## config.mk

```make
export PLATFORM = sky130hd
export DESIGN_NAME = irq_status_ctrl
export DESIGN_NICKNAME = d
export VERILOG_FILES = /design/src/rtl/irq_status_pkg.sv /design/src/rtl/irq_rst_sync.sv /design/src/rtl/irq_addr_decode.sv /design/src/rtl/irq_mask_regs.sv /design/src/rtl/irq_edge_detect.sv /design/src/rtl/irq_pending.sv /design/src/rtl/irq_status_ctrl.sv
export SDC_FILE = /design/constraint.sdc
export NUM_CORES = 1
export LEC_CHECK = 0
export ABC_AREA = 1
export BUFFER_PORTS_ARGS = -buffer_cell sky130_fd_sc_hd__buf_2
export CAP_MARGIN = 5
export CORE_UTILIZATION = 40
export CTS_BUF_LIST = sky130_fd_sc_hd__clkbuf_4
export DETAILED_ROUTE_END_ITERATION = 8
export PLACE_DENSITY = 0.68
export SLEW_MARGIN = 20
export SYNTH_ARGS = -nofsm -noshare
export SYNTH_HDL_FRONTEND = slang
export SYNTH_SLANG_ARGS = --single-unit
```

## constraint.sdc

```tcl
create_clock -name clk -period 4.6 [get_ports clk]
set_input_delay 0.92 -clock clk [delete_from_list [all_inputs] [get_ports clk]]
set_output_delay 0.92 -clock clk [all_outputs]
set_load 0.03 [all_outputs]
```

## src/rtl/irq_status_pkg.sv

```systemverilog
package irq_status_pkg;
  localparam int unsigned BYTE_W = 8;

  function automatic int unsigned byte_banks(input int unsigned n_src);
    return (n_src + BYTE_W - 1) / BYTE_W;
  endfunction
endpackage

```

## src/rtl/irq_rst_sync.sv

```systemverilog
module irq_rst_sync #(
  parameter int unsigned STAGES = 2
) (
  input  logic clk,
  input  logic rst_n,
  output logic rst_sync_n
);
  logic [STAGES-1:0] sync_q;
  logic [STAGES-1:0] sync_d;

  always_comb begin
    sync_d = {sync_q[STAGES-2:0], 1'b1};
  end

  always_ff @(posedge clk or negedge rst_n) begin
    if (!rst_n) sync_q <= '0;
    else        sync_q <= sync_d;
  end

  assign rst_sync_n = sync_q[STAGES-1];
endmodule

```

## src/rtl/irq_addr_decode.sv

```systemverilog
module irq_addr_decode #(
  parameter int unsigned ADDR_W    = 8,
  parameter int unsigned NUM_BANK  = 2,
  parameter int unsigned MASK_BASE = 'h2D,
  parameter int unsigned STAT_BASE = 'h1E
) (
  input  logic [ADDR_W-1:0]   addr,
  input  logic                rd_en,
  input  logic                wr_en,
  output logic [NUM_BANK-1:0] mask_wr_sel,
  output logic [NUM_BANK-1:0] mask_rd_sel,
  output logic [NUM_BANK-1:0] stat_rd_sel
);
  for (genvar b = 0; b < NUM_BANK; b++) begin : g_bank
    localparam logic [ADDR_W-1:0] MADDR = ADDR_W'(MASK_BASE + b);
    localparam logic [ADDR_W-1:0] SADDR = ADDR_W'(STAT_BASE + b);
    logic hit_mask;
    logic hit_stat;
    always_comb begin
      hit_mask       = (addr == MADDR);
      hit_stat       = (addr == SADDR);
      mask_wr_sel[b] = wr_en & hit_mask;
      mask_rd_sel[b] = rd_en & hit_mask;
      stat_rd_sel[b] = rd_en & hit_stat;
    end
  end
endmodule

```

## src/rtl/irq_mask_regs.sv

```systemverilog
module irq_mask_regs
  import irq_status_pkg::*;
#(
  parameter int unsigned NUM_SRC       = 16,
  parameter int unsigned NUM_BANK      = 2,
  parameter int unsigned ALWAYS_ON_IDX = 15
) (
  input  logic                       clk,
  input  logic                       rst_n,
  input  logic [NUM_BANK-1:0]        wr_sel,
  input  logic [BYTE_W-1:0]          wdata,
  output logic [NUM_BANK*BYTE_W-1:0] mask_eff,
  output logic [NUM_SRC-1:0]         dis_clr
);
  localparam int unsigned PAD_W = NUM_BANK * BYTE_W;
  localparam logic [PAD_W-1:0] VALID_VEC = {PAD_W{1'b1}} >> (PAD_W - NUM_SRC);
  localparam logic [PAD_W-1:0] AO_VEC    = PAD_W'(1) << ALWAYS_ON_IDX;
  localparam logic [PAD_W-1:0] STORE_VEC = VALID_VEC & ~AO_VEC;

  logic [PAD_W-1:0] mask_q;
  logic [PAD_W-1:0] mask_d;
  logic [PAD_W-1:0] clr_pad;

  for (genvar b = 0; b < NUM_BANK; b++) begin : g_bank
    logic [BYTE_W-1:0] keep;
    always_comb begin
      keep = STORE_VEC[b*BYTE_W +: BYTE_W];
      if (wr_sel[b]) begin
        mask_d[b*BYTE_W +: BYTE_W]  = wdata & keep;
        clr_pad[b*BYTE_W +: BYTE_W] = ~wdata & keep;
      end else begin
        mask_d[b*BYTE_W +: BYTE_W]  = mask_q[b*BYTE_W +: BYTE_W];
        clr_pad[b*BYTE_W +: BYTE_W] = '0;
      end
    end
  end

  always_ff @(posedge clk or negedge rst_n) begin
    if (!rst_n) mask_q <= '0;
    else        mask_q <= mask_d;
  end

  assign mask_eff = mask_q | (AO_VEC & VALID_VEC);
  assign dis_clr  = clr_pad[NUM_SRC-1:0];
endmodule

```

## src/rtl/irq_edge_detect.sv

```systemverilog
module irq_edge_detect #(
  parameter int unsigned NUM_SRC = 16
) (
  input  logic               clk,
  input  logic               rst_n,
  input  logic [NUM_SRC-1:0] level_in,
  output logic [NUM_SRC-1:0] rise
);
  logic [NUM_SRC-1:0] prev_q;

  always_ff @(posedge clk or negedge rst_n) begin
    if (!rst_n) prev_q <= '0;
    else        prev_q <= level_in;
  end

  assign rise = level_in & ~prev_q;
endmodule

```

## src/rtl/irq_pending.sv

```systemverilog
module irq_pending #(
  parameter int unsigned NUM_SRC = 16
) (
  input  logic               clk,
  input  logic               rst_n,
  input  logic [NUM_SRC-1:0] rise,
  input  logic [NUM_SRC-1:0] en,
  input  logic [NUM_SRC-1:0] clr_rd,
  input  logic [NUM_SRC-1:0] clr_dis,
  output logic [NUM_SRC-1:0] pend,
  output logic               any_pend
);
  logic [NUM_SRC-1:0] pend_q;
  logic [NUM_SRC-1:0] pend_d;
  logic               any_q;

  always_comb begin
    pend_d = ((pend_q & ~clr_rd) | (rise & en)) & ~clr_dis;
  end

  always_ff @(posedge clk or negedge rst_n) begin
    if (!rst_n) begin
      pend_q <= '0;
      any_q  <= 1'b0;
    end else begin
      pend_q <= pend_d;
      any_q  <= |pend_d;
    end
  end

  assign pend     = pend_q;
  assign any_pend = any_q;

  for (genvar i = 0; i < NUM_SRC; i++) begin : g_chk
    p_edge_sets_r2: assert property (@(posedge clk) disable iff (!rst_n)
      (rise[i] && en[i] && !clr_dis[i]) |=> pend_q[i]);
    p_read_clears_r7: assert property (@(posedge clk) disable iff (!rst_n)
      (clr_rd[i] && !(rise[i] && en[i])) |=> !pend_q[i]);
    p_disable_clears_r9: assert property (@(posedge clk) disable iff (!rst_n)
      clr_dis[i] |=> !pend_q[i]);
    p_no_spurious_r11: assert property (@(posedge clk) disable iff (!rst_n)
      (!pend_q[i] && !rise[i]) |=> !pend_q[i]);
  end
endmodule

```

## src/rtl/irq_status_ctrl.sv

```systemverilog
module irq_status_ctrl
  import irq_status_pkg::*;
#(
  parameter int unsigned NUM_SRC       = 16,
  parameter int unsigned ALWAYS_ON_IDX = 15,
  parameter int unsigned ADDR_W        = 8,
  parameter int unsigned MASK_BASE     = 'h2D,
  parameter int unsigned STAT_BASE     = 'h1E,
  parameter int unsigned SYNC_STAGES   = 2
) (
  input  logic               clk,
  input  logic               rst_n,
  input  logic [NUM_SRC-1:0] status_in,
  input  logic               rd_en,
  input  logic               wr_en,
  input  logic [ADDR_W-1:0]  addr,
  input  logic [BYTE_W-1:0]  wdata,
  output logic [BYTE_W-1:0]  rdata,
  output logic               irq_pull_en
);
  localparam int unsigned NUM_BANK = byte_banks(NUM_SRC);
  localparam int unsigned PAD_W    = NUM_BANK * BYTE_W;
  localparam int unsigned AO_BANK  = ALWAYS_ON_IDX / BYTE_W;
  localparam int unsigned AO_BIT   = ALWAYS_ON_IDX % BYTE_W;
  localparam logic [ADDR_W-1:0] AO_ADDR = ADDR_W'(MASK_BASE + AO_BANK);

  logic                rst_sync_n;
  logic [NUM_BANK-1:0] mask_wr_sel;
  logic [NUM_BANK-1:0] mask_rd_sel;
  logic [NUM_BANK-1:0] stat_rd_sel;
  logic [PAD_W-1:0]    mask_eff;
  logic [PAD_W-1:0]    status_pad;
  logic [NUM_SRC-1:0]  dis_clr;
  logic [NUM_SRC-1:0]  rise;
  logic [NUM_SRC-1:0]  clr_rd;
  logic [NUM_SRC-1:0]  pend;
  logic                any_pend;
  logic [BYTE_W-1:0]   rd_mux;
  logic [BYTE_W-1:0]   rdata_q;
  logic [BYTE_W-1:0]   rdata_d;

  irq_rst_sync #(.STAGES(SYNC_STAGES)) u_rst_sync (
    .clk        (clk),
    .rst_n      (rst_n),
    .rst_sync_n (rst_sync_n)
  );

  irq_addr_decode #(
    .ADDR_W    (ADDR_W),
    .NUM_BANK  (NUM_BANK),
    .MASK_BASE (MASK_BASE),
    .STAT_BASE (STAT_BASE)
  ) u_decode (
    .addr        (addr),
    .rd_en       (rd_en),
    .wr_en       (wr_en),
    .mask_wr_sel (mask_wr_sel),
    .mask_rd_sel (mask_rd_sel),
    .stat_rd_sel (stat_rd_sel)
  );

  irq_mask_regs #(
    .NUM_SRC       (NUM_SRC),
    .NUM_BANK      (NUM_BANK),
    .ALWAYS_ON_IDX (ALWAYS_ON_IDX)
  ) u_masks (
    .clk      (clk),
    .rst_n    (rst_sync_n),
    .wr_sel   (mask_wr_sel),
    .wdata    (wdata),
    .mask_eff (mask_eff),
    .dis_clr  (dis_clr)
  );

  irq_edge_detect #(.NUM_SRC(NUM_SRC)) u_edges (
    .clk      (clk),
    .rst_n    (rst_sync_n),
    .level_in (status_in),
    .rise     (rise)
  );

  for (genvar i = 0; i < NUM_SRC; i++) begin : g_clr
    assign clr_rd[i] = stat_rd_sel[i / BYTE_W];
  end

  irq_pending #(.NUM_SRC(NUM_SRC)) u_pending (
    .clk      (clk),
    .rst_n    (rst_sync_n),
    .rise     (rise),
    .en       (mask_eff[NUM_SRC-1:0]),
    .clr_rd   (clr_rd),
    .clr_dis  (dis_clr),
    .pend     (pend),
    .any_pend (any_pend)
  );

  assign status_pad = PAD_W'(status_in);

  always_comb begin
    rd_mux = '0;
    for (int b = 0; b < int'(NUM_BANK); b++) begin
      if (mask_rd_sel[b]) rd_mux = rd_mux | mask_eff[b*BYTE_W +: BYTE_W];
      if (stat_rd_sel[b]) rd_mux = rd_mux | status_pad[b*BYTE_W +: BYTE_W];
    end
    rdata_d = rd_en ? rd_mux : rdata_q;
  end

  always_ff @(posedge clk or negedge rst_sync_n) begin
    if (!rst_sync_n) rdata_q <= '0;
    else             rdata_q <= rdata_d;
  end

  assign rdata       = rdata_q;
  assign irq_pull_en = any_pend;

  p_rdata_hold_r6: assert property (@(posedge clk) disable iff (!rst_sync_n)
    !rd_en |=> $stable(rdata));
  p_always_on_reads_one_r3: assert property (@(posedge clk) disable iff (!rst_sync_n)
    (rd_en && addr == AO_ADDR) |=> rdata[AO_BIT]);
  p_irq_after_pend_r1: assert property (@(posedge clk) disable iff (!rst_sync_n)
    (|pend) |-> irq_pull_en);
endmodule

```

==> impl_metrics.toml, run 1 <==
[timing]
tns_ns = 0
fin_skew_ns = 0.0110
slew_headroom_pct = 53.2
worstMarginPinSlew_ns = 0.702
slew_viol_final = 0
fin_crit_sh_pct = 44.8
max_freq_mhz = 486
hold_viol_final = 0
finalSetupViolCount = 0
period_needed_ns = 2.06
hold_ws_ns = 0.298
rsz0062_at_grt = "false"

[yosys]
ys_ff_latch = 58
synth_area_um2 = 2620
synthCells = 295
syn_area_per_cell_um2 = 8.89
yosys_warnings = 0
synth_top_family_by_area = "simple AND/OR/NAND/NOR gates"
synth_xor_area_share_pct = 0
synth_nets = 331
synthAdderAreaFrac_pct = 0
synth.largest_area_cell = "dfrtp_1"
synth_cell_types = 27
seq_area_frac_synth_pct = 55.3
synthTopCellsByArea = "dfrtp_1, nand2_1, inv_1, o21a_1, nor2_1"
synth_top_area_share_pct = 55.3
muxShareOfSynthArea_pct = 0
synth_compound_area_share_pct = 9.54
yosys.area_share.simple_pct = 25.6

[drt]
route.antenna.remaining_nets = 0
num_vias = 2023
firstDrtPassIters = 4
drtIter0Drc = 118
finalWirelength_um = 5680
routedWlPerCell_um = 13.2
drc_errors = 0
vias_per_cell = 4.72

[worst_setup_path]
cp_num_buf_inv = 3
cp_max_fo = 14
critPathKind = "in -> reg"
critPathMostFrequentCell = "nand2_1"
crit_chain = "buf_2 -> inv_1 -> nand2_2 -> nor2_8 -> nand2_4 -> nor2_4 -> nand2_1 -> nand2_1 -> nand2_1 -> inv_1 -> nand2_1 -> nor2_2 -> nand2_1"
crit_path_start_kind = "input pin"
cp-end-kind = "flip-flop"
max_stage_delay_ns = 0.35
cp.required_ns = 4.89
crit_path_top_delay_cell = "nor2_4"
crit_family = "simple AND/OR/NAND/NOR gates"
crit_arrival_ns = 2.35

[grt]
grt_overflow = 0
antenna_found_initial = 0
grt_max_degree = 57
grt_usage_pct = 18.7
grt_pass1_vias = 2136
grt_pass1_wl_um = 9880

[clock_tree]
cts_buffers = 9
cts_buffer_depth = 2
clock_latency_ns = 0.39
clk_pin_slew_ns = 0.09
htreeDepth = 3
cts-resized-gates = 0
cts_tree = "done"
cts_setup_buffers = 0
cts_root_buf = "clkbuf_4"
ctsHoldBuffers = 0
cts.sinks = 58

[floorplanning]
die_area_um2 = 6880
start_util_pct = 41.3
core_area_um2 = 6350
dieWidth_um = 83.0
fp-row-count = 29
die_y_um = 83.0
pin_count = 45

[final_layout]
multiInputGateArea_um2 = 926
drive_gt1_share_pct = 23.6
syn_to_final_growth_pct = 14.9
n_fill_cell = 644
final_cell_mix = "nand2_1, dfrtp_1, inv_1"
nNetsFinal = 383
final_common_cell = "nand2_1"
insertedDiodeCount = 0
regArea_um2 = 1450

[worst_hold_path]
hold_class = "in -> async"

[run]
drv_cap = 0

[placed_design]
port_buffers = 44
hpwl_um = 4120
place_congestion = 0.753

[pwr]
max-vdd-ir-drop_uv = 158
p_per_area_nw_per_um2 = 364
leakage_nw = 1.73
power_mw = 1.10

[outcome]
status = "completed"
sequential cells by signal (all words and copies together), names as in the netlist:
register,count
u_pending.any_pend,1
u_edges.prev_q,16
u_rst_sync.sync_q,2
u_masks.mask_q,15
u_pending.pend,16
rdata,8
power breakdown:
| group | switching [mW] | total, mW | internal [mW] | leakage [nW] |
|---|---|---|---|---|
| clock | 0.177 | 0.294 | 0.116 | 0.0631 |
| sequential | 0.0253 | 0.603 | 0.578 | 0.719 |
| combinational | 0.125 | 0.198 | 0.0739 | 0.947 |
| total | 0.327 | 1.10 | 0.768 | 1.73 |
synth_stat cells, drive strengths merged:
master / count
o21a: 15
o2111ai: 5
nand4: 5
a22oi: 5
a31oi: 1
nand3b: 2
o22ai: 1
a21oi: 4
nand3: 3
conb: 1
nor2: 25
clkbuf: 1
o21ai: 4
nand2: 105
or2: 1
inv: 55
dfrtp: 58
and2: 1
buf: 3
cell families after synthesis:
logic type      count (synthesis)
simple gates                  142
buf+inv                        59
flops                          58
compound gates                 35
other cells                     1
metal layers:
metal | routed length, um | global-route usage (%) | vias to the layer above
met3 | 383 | 6.26 | 12
met4 | 104 | 7.68 | 0
met2 | 2640 | 30.3 | 62
met1 | 2550 | 22.9 | 929
li1 | - | - | 1020
met5 | 0 | 0 | -
path summary, 6_finish.rpt:
kind / start / endpoint / slack (ns) / depth (start not counted)
max reg2reg: u_masks.mask_q[1] / u_pending.any_pend / 3.53 / 10
max: addr[4] / u_pending.any_pend / 2.54 / 13
min reg2reg: u_rst_sync.sync_q[0] / u_rst_sync.sync_q[1] / 0.36 / 0
min in group clk: u_rst_sync.sync_q[0] / u_rst_sync.sync_q[1] / 0.36 / 0
min: rst_n / u_rst_sync.sync_q[1] / 0.30 / 1
max in group asynchronous: u_rst_sync.sync_q[1] / u_pending.pend[6] / 3.74 / 1
through the flow:
stage | util [%] | cells | setup WS [ns] | area [um^2]
global route | 47.4 | 429 | 2.40 | 3010
global placement | 45.8 | 413 | 2.16 | 2910
detailed placement | 45.8 | 413 | 2.13 | 2910
CTS | 47.4 | 429 | 2.55 | 3010
floorplan | - | 295 | 2.57 | 2620
finish | 47.4 | 429 | 2.54 | 3010
area by class of cell:
cell class,instances,share of cell area (%)
repair buffers,45,7.56
multi-input cells,178,30.7
well taps,77,3.20
clock buffers,11,2.74
clock inverters,5,0.706
inverters,55,6.85
flip-flops and latches,58,48.2
(Power assumes the default switching activity.)
==> run 2, diff against run 1 <==
ABC_AREA = 0   (was 1)
PLACE_DENSITY = 0.69   (was 0.68)
clock period = 1.9 ns   (was 4.6 ns; I/O delays follow)
==> impl_metrics.toml, run 2 <==
[floorplanning]
pin_count = 45
fp-row-count = 28
core_area_um2 = 5920
die_y_um = 80.3
dieWidth_um = 80.3
die_area_um2 = 6450
start_util_pct = 41.5

[worst_hold_path]
hold_class = "in -> reg"

[timing]
max_freq_mhz = 387
finalSetupViolCount = 1
hold_viol_final = 0
setup_ws_ns = -0.681
rsz0062_at_grt = "true"
slew_viol_final = 0
fin_skew_ns = 0.0103
fin_crit_sh_pct = 136
period_needed_ns = 2.58

[placed_design]
port_buffers = 44
hpwl_um = 4250
place_congestion = 0.785
dp.cells = 369

[final_layout]
insertedDiodeCount = 0
fin_cells = 386
drive_gt1_share_pct = 39.5
final_common_cell = "dfrtp_1"
final_cell_mix = "dfrtp_1, buf_2, buf_4"
syn_to_final_growth_pct = 30.8
post-route-util_pct = 54.2
nNetsFinal = 342

[clock_tree]
cts_buffers = 9
cts.sinks = 58
cts_setup_buffers = 0
clk_pin_slew_ns = 0.09
cts_tree = "done"
cts_buffer_depth = 2
cts_root_buf = "clkbuf_4"
clock_latency_ns = 0.39
htreeDepth = 3

[yosys]
synthCells = 219
synthAdderAreaFrac_pct = 0
synth_cell_types = 30
yosys_warnings = 0
seq_area_frac_synth_pct = 59.1
synth_xor_area_share_pct = 0
synth_top_family_by_area = "compound AO/OA/AOI/OAI gates"
ys.flop_type = "dfrtp_1"
synth_compound_area_share_pct = 15.9
syn_area_per_cell_um2 = 11.2
synth.largest_area_cell = "dfrtp_1"
ys_top_cells_by_count = "dfrtp_1, nor2_1, a31oi_1, inv_1, nand2_1"
synth_top_area_share_pct = 59.1
synth_area_um2 = 2450
synthMostInstantiatedCell = "dfrtp_1"
ys_ff_latch = 58
synthArstFlopShare_pct = 100
yosys.area_share.simple_pct = 11.9
synth_edf_count = 0
synthTopCellsByArea = "dfrtp_1, mux2_2, a31oi_1, a22oi_1, nor2_1"
muxShareOfSynthArea_pct = 6.88
synth_nets = 255

[pwr]
max-vdd-ir-drop_uv = 465
p_per_area_nw_per_um2 = 789
leakage_nw = 1.56

[drt]
drtIter0Drc = 106
finalWirelength_um = 5920
routedWlPerCell_um = 15.3
firstDrtPassIters = 5
drc_errors = 0
route.antenna.remaining_nets = 0
vias_per_cell = 5.20
num_vias = 2009

[worst_setup_path]
crit_path_top_delay_cell = "or4b_4"
cp-end-kind = "flip-flop"
crit_arrival_ns = 2.84
rrSetupSlack_ns = 0.03
crit_path_start_kind = "input pin"
crit_chain = "buf_6 -> or4b_4 -> or4_4 -> o22a_1 -> or4_1 -> or4_1"
max_stage_delay_ns = 0.54
critPathKind = "in -> reg"
critPathMostFrequentCell = "or4_1"
cp_max_fo = 13
cp.required_ns = 2.16

[outcome]
violations = "negative setup slack"
status = "finished with violations"

[grt]
antenna_found_initial = 0
grt_pass1_vias = 1986
grt_usage_pct = 20.5
grt_pass1_wl_um = 9550
grt_overflow = 0
grt_max_degree = 57

[run]
drv_cap = 0
## run 2: cell count changes in the layout (fill, tap and decap cells not counted), moves of 14 or more
cell	previous run	this run
a31oi_1	1	22
buf_4	1	43
inv_1	54	20
mux2_2	0	14
nand2_1	90	16
o21a_1	15	0
## run 2: critical path: cells and delay by family
family | cells | cell delay [ns]
AOI/OAI and AO/OA | 1 | 0.25
and+or+nand+nor | 4 | 2.11
buffers and inverters | 1 | 0.09
## run 2: report_power, final
| part | leakage (nW) | switching [mW] | internal [mW] | total (mW) |
|---|---|---|---|---|
| combinational | 0.801 | 0.174 | 0.149 | 0.323 |
| sequential | 0.678 | 0.0340 | 1.32 | 1.36 |
| clock | 0.0764 | 0.419 | 0.436 | 0.855 |
## run 2: final cells by class
cell class / count / area (um^2)
Inverter: 20 / 75.1
Sequential cell: 58 / 1450
Clock inverter: 4 / 42.5
Tap cell: 75 / 93.8
Multi-Input combinational cell: 128 / 878
Timing Repair Buffer: 89 / 579
Fill cell: 533 / 2710
Clock buffer: 12 / 90.1
## run 2: per-stage QoR
step / instance area (um^2) / hold WS [ns] / worst slack, ns / power (mW) / setup TNS (ns)
5_1_grt: 3210 / 0.0898 / -0.709 / 2.66 / -0.709
2_1_floorplan: 2500 / 0.0844 / -0.972 / 1.55 / -3.06
4_1_cts: 3210 / 0.0920 / -0.654 / 2.56 / -0.654
3_5_place_dp: 3060 / 0.168 / -1.08 / 1.70 / -6.10
3_3_place_gp: 3060 / 0.165 / -1.06 / 1.69 / -5.75
6_report: 3210 / 0.116 / -0.681 / 2.53 / -0.681
## run 2: path summary, 6_finish.rpt
kind	start	end	cells after the start
min	status_in[6]	u_edges.prev_q[6]	1
min in group asynchronous	u_rst_sync.sync_q[1]	u_masks.mask_q[0]	1
min reg2reg	u_rst_sync.sync_q[1]	u_masks.mask_q[0]	1
max	addr[6]	u_pending.any_pend	6
max in group asynchronous	u_rst_sync.sync_q[1]	rdata[3]	1
max reg2reg	u_masks.mask_q[6]	u_pending.any_pend	5
## run 2: kinds of logic (layout without fill, tap and decap cells)
kind of cell	count (synthesis)	after routing
DFF	58	58
other	1	1
buffers and inverters	33	125
and+or+nand+nor	58	58
AOI/OAI and AO/OA	54	54
muxes	15	15
## run 2: repair_timing
| action | 4_1_cts | 5_1_grt |
|---|---|---|
| endpoints found under the setup margin | 1 | 1 |
| resized for setup | 1 | 0 |
| endpoints found under the hold margin | 2 | 0 |
| hold buffers | 1 | 0 |
## run 2: per-layer routing
metal  part of all wire [%]  track usage (%)
met1                     44             26.6
met2                     47             32.4
met3                    7.2             6.25
met4                    1.3             6.96
met5                      0                0
==> run 3, diff against run 2 <==
CORE_UTILIZATION = 45   (was 40)
CTS_CLUSTER_SIZE = 16   (was default)
PLACE_DENSITY = 0.75   (was 0.69)
SKIP_CTS_REPAIR_TIMING = 1   (was default)
==> impl_metrics.toml, run 3 (same netlist as run 2, synthesis figures left out) <==
[worst_setup_path]
worst_r2r_path_depth = 5
crit_path_top_delay_cell = "or4_4"
crit_path_start_kind = "input pin"
cp.required_ns = 2.18
critPathMostFrequentCell = "or4_1"
crit_arrival_ns = 2.85
max_stage_delay_ns = 0.55
cp.depth = 6
cp-end-kind = "flip-flop"
cp_num_buf_inv = 1
critPathKind = "in -> reg"
crit_family = "simple AND/OR/NAND/NOR gates"
cp_max_fo = 14
rrSetupSlack_ns = 0
crit_chain = "buf_6 -> or4b_4 -> or4_4 -> o22a_1 -> or4_1 -> or4_1"

[timing]
setup_ws_ns = -0.671
hold_viol_final = 0
period_needed_ns = 2.57
fin_crit_sh_pct = 135
slew_viol_final = 0
max_freq_mhz = 389
finalSetupViolCount = 1
fin_skew_ns = 0.00858
slew_headroom_pct = 56.2
rsz0062_at_grt = "true"
worstMarginPinSlew_ns = 0.656

[clock_tree]
clock_latency_ns = 0.40
htreeDepth = 3
clk_pin_slew_ns = 0.09
cts.sinks = 58
cts_tree = "done"
cts_buffer_depth = 2
cts_root_buf = "clkbuf_4"
cts_buffers = 9

[pwr]
max-vdd-ir-drop_uv = 491
p_per_area_nw_per_um2 = 755
leakage_nw = 1.55

[final_layout]
design_area_um2 = 3200
final_common_cell = "dfrtp_1"
nNetsFinal = 343
final_cell_mix = "dfrtp_1, buf_4, buf_2"
drive_gt1_share_pct = 40.1
insertedDiodeCount = 0
syn_to_final_growth_pct = 30.2

[grt]
busiest_layer = "met2"
grt_max_degree = 30
grt_overflow = 0
antenna_found_initial = 0
grt_usage_pct = 22.9
grt_pass1_wl_um = 9090
grtUsageMet2_pct = 34.6
grt_pass1_vias = 1929
globalRouteMet1Util_pct = 30.2
use_met3_pct = 5.95

[run]
drv_cap = 0

[floorplanning]
fp-row-count = 26
pin_count = 45
die_y_um = 75.9
die_area_um2 = 5750
core_area_um2 = 5170
dieWidth_um = 75.9
start_util_pct = 47.5

[drt]
firstDrtPassIters = 4
drc_errors = 0
finalWirelength_um = 5860
route.antenna.remaining_nets = 0
vias_per_cell = 5.26
drtIter0Drc = 170
num_vias = 2008
routedWlPerCell_um = 15.3

[outcome]
violations = "negative setup slack"
status = "finished with violations"

[placed_design]
hpwl_um = 4120
place_congestion = 0.804
dpl_worst_slack_ns = -1.09
place_area_um2 = 3060
port_buffers = 44

[worst_hold_path]
hold_class = "in -> reg"
worstHoldPathCells = 1
-- run 3: cell types whose count changed in the layout (fill, tap and decap cells not counted) --
cell,previous run,this run
clkinv_2,1,3
buf_2,43,42
buf_4,43,44
buf_6,1,2
bufinv_16,1,0
clkinv_1,2,1
-- run 3: power by group --
group	internal (mW)	switching, mW
Sequential	1.32	0.0444
Combinational	0.149	0.163
Clock	0.303	0.432
Total	1.77	0.639
-- run 3: area by class of cell --
cell class              instances  area [um^2]
inverters                      20         75.1
clock buffers                  12         90.1
clock inverters                 4         18.8
multi-input cells             128          878
flip-flops and latches         58         1450
well taps                      70         87.6
repair buffers                 90          593
fillers                       463         1980
-- run 3: worst paths after layout --
path                                        endpoint            startpoint
worst max register to register    u_pending.any_pend     u_masks.mask_q[6]
max in group asynchronous          u_pending.pend[0]  u_rst_sync.sync_q[1]
min in group asynchronous       u_rst_sync.sync_q[0]                 rst_n
worst min register to register              rdata[0]  u_rst_sync.sync_q[1]
worst min-delay path               u_edges.prev_q[9]          status_in[9]
worst max-delay path              u_pending.any_pend               addr[6]
-- run 3: metal layers --
layer,part of all wire [%],vias to the layer above
met2,47,68
met3,6.2,11
met4,1.7,0
met1,45,964
met5,0,-
li1,-,965
-- run 3: metrics by stage --
| step | power, mW | instances | TNS [ns] | hold WS [ns] | utilization [%] |
|---|---|---|---|---|---|
| finish | 2.41 | 382 | -0.671 | 0.107 | 61.8 |
| global route | 2.53 | 382 | -0.688 | 0.0931 | 61.8 |
| CTS | 2.43 | 381 | -0.664 | -0.273 | 61.3 |
| detailed placement | 1.70 | 365 | -5.62 | 0.169 | 59.2 |
| global placement | 1.69 | 365 | -5.03 | 0.166 | 59.2 |
| floorplan | 1.55 | 219 | -3.06 | 0.0844 | - |
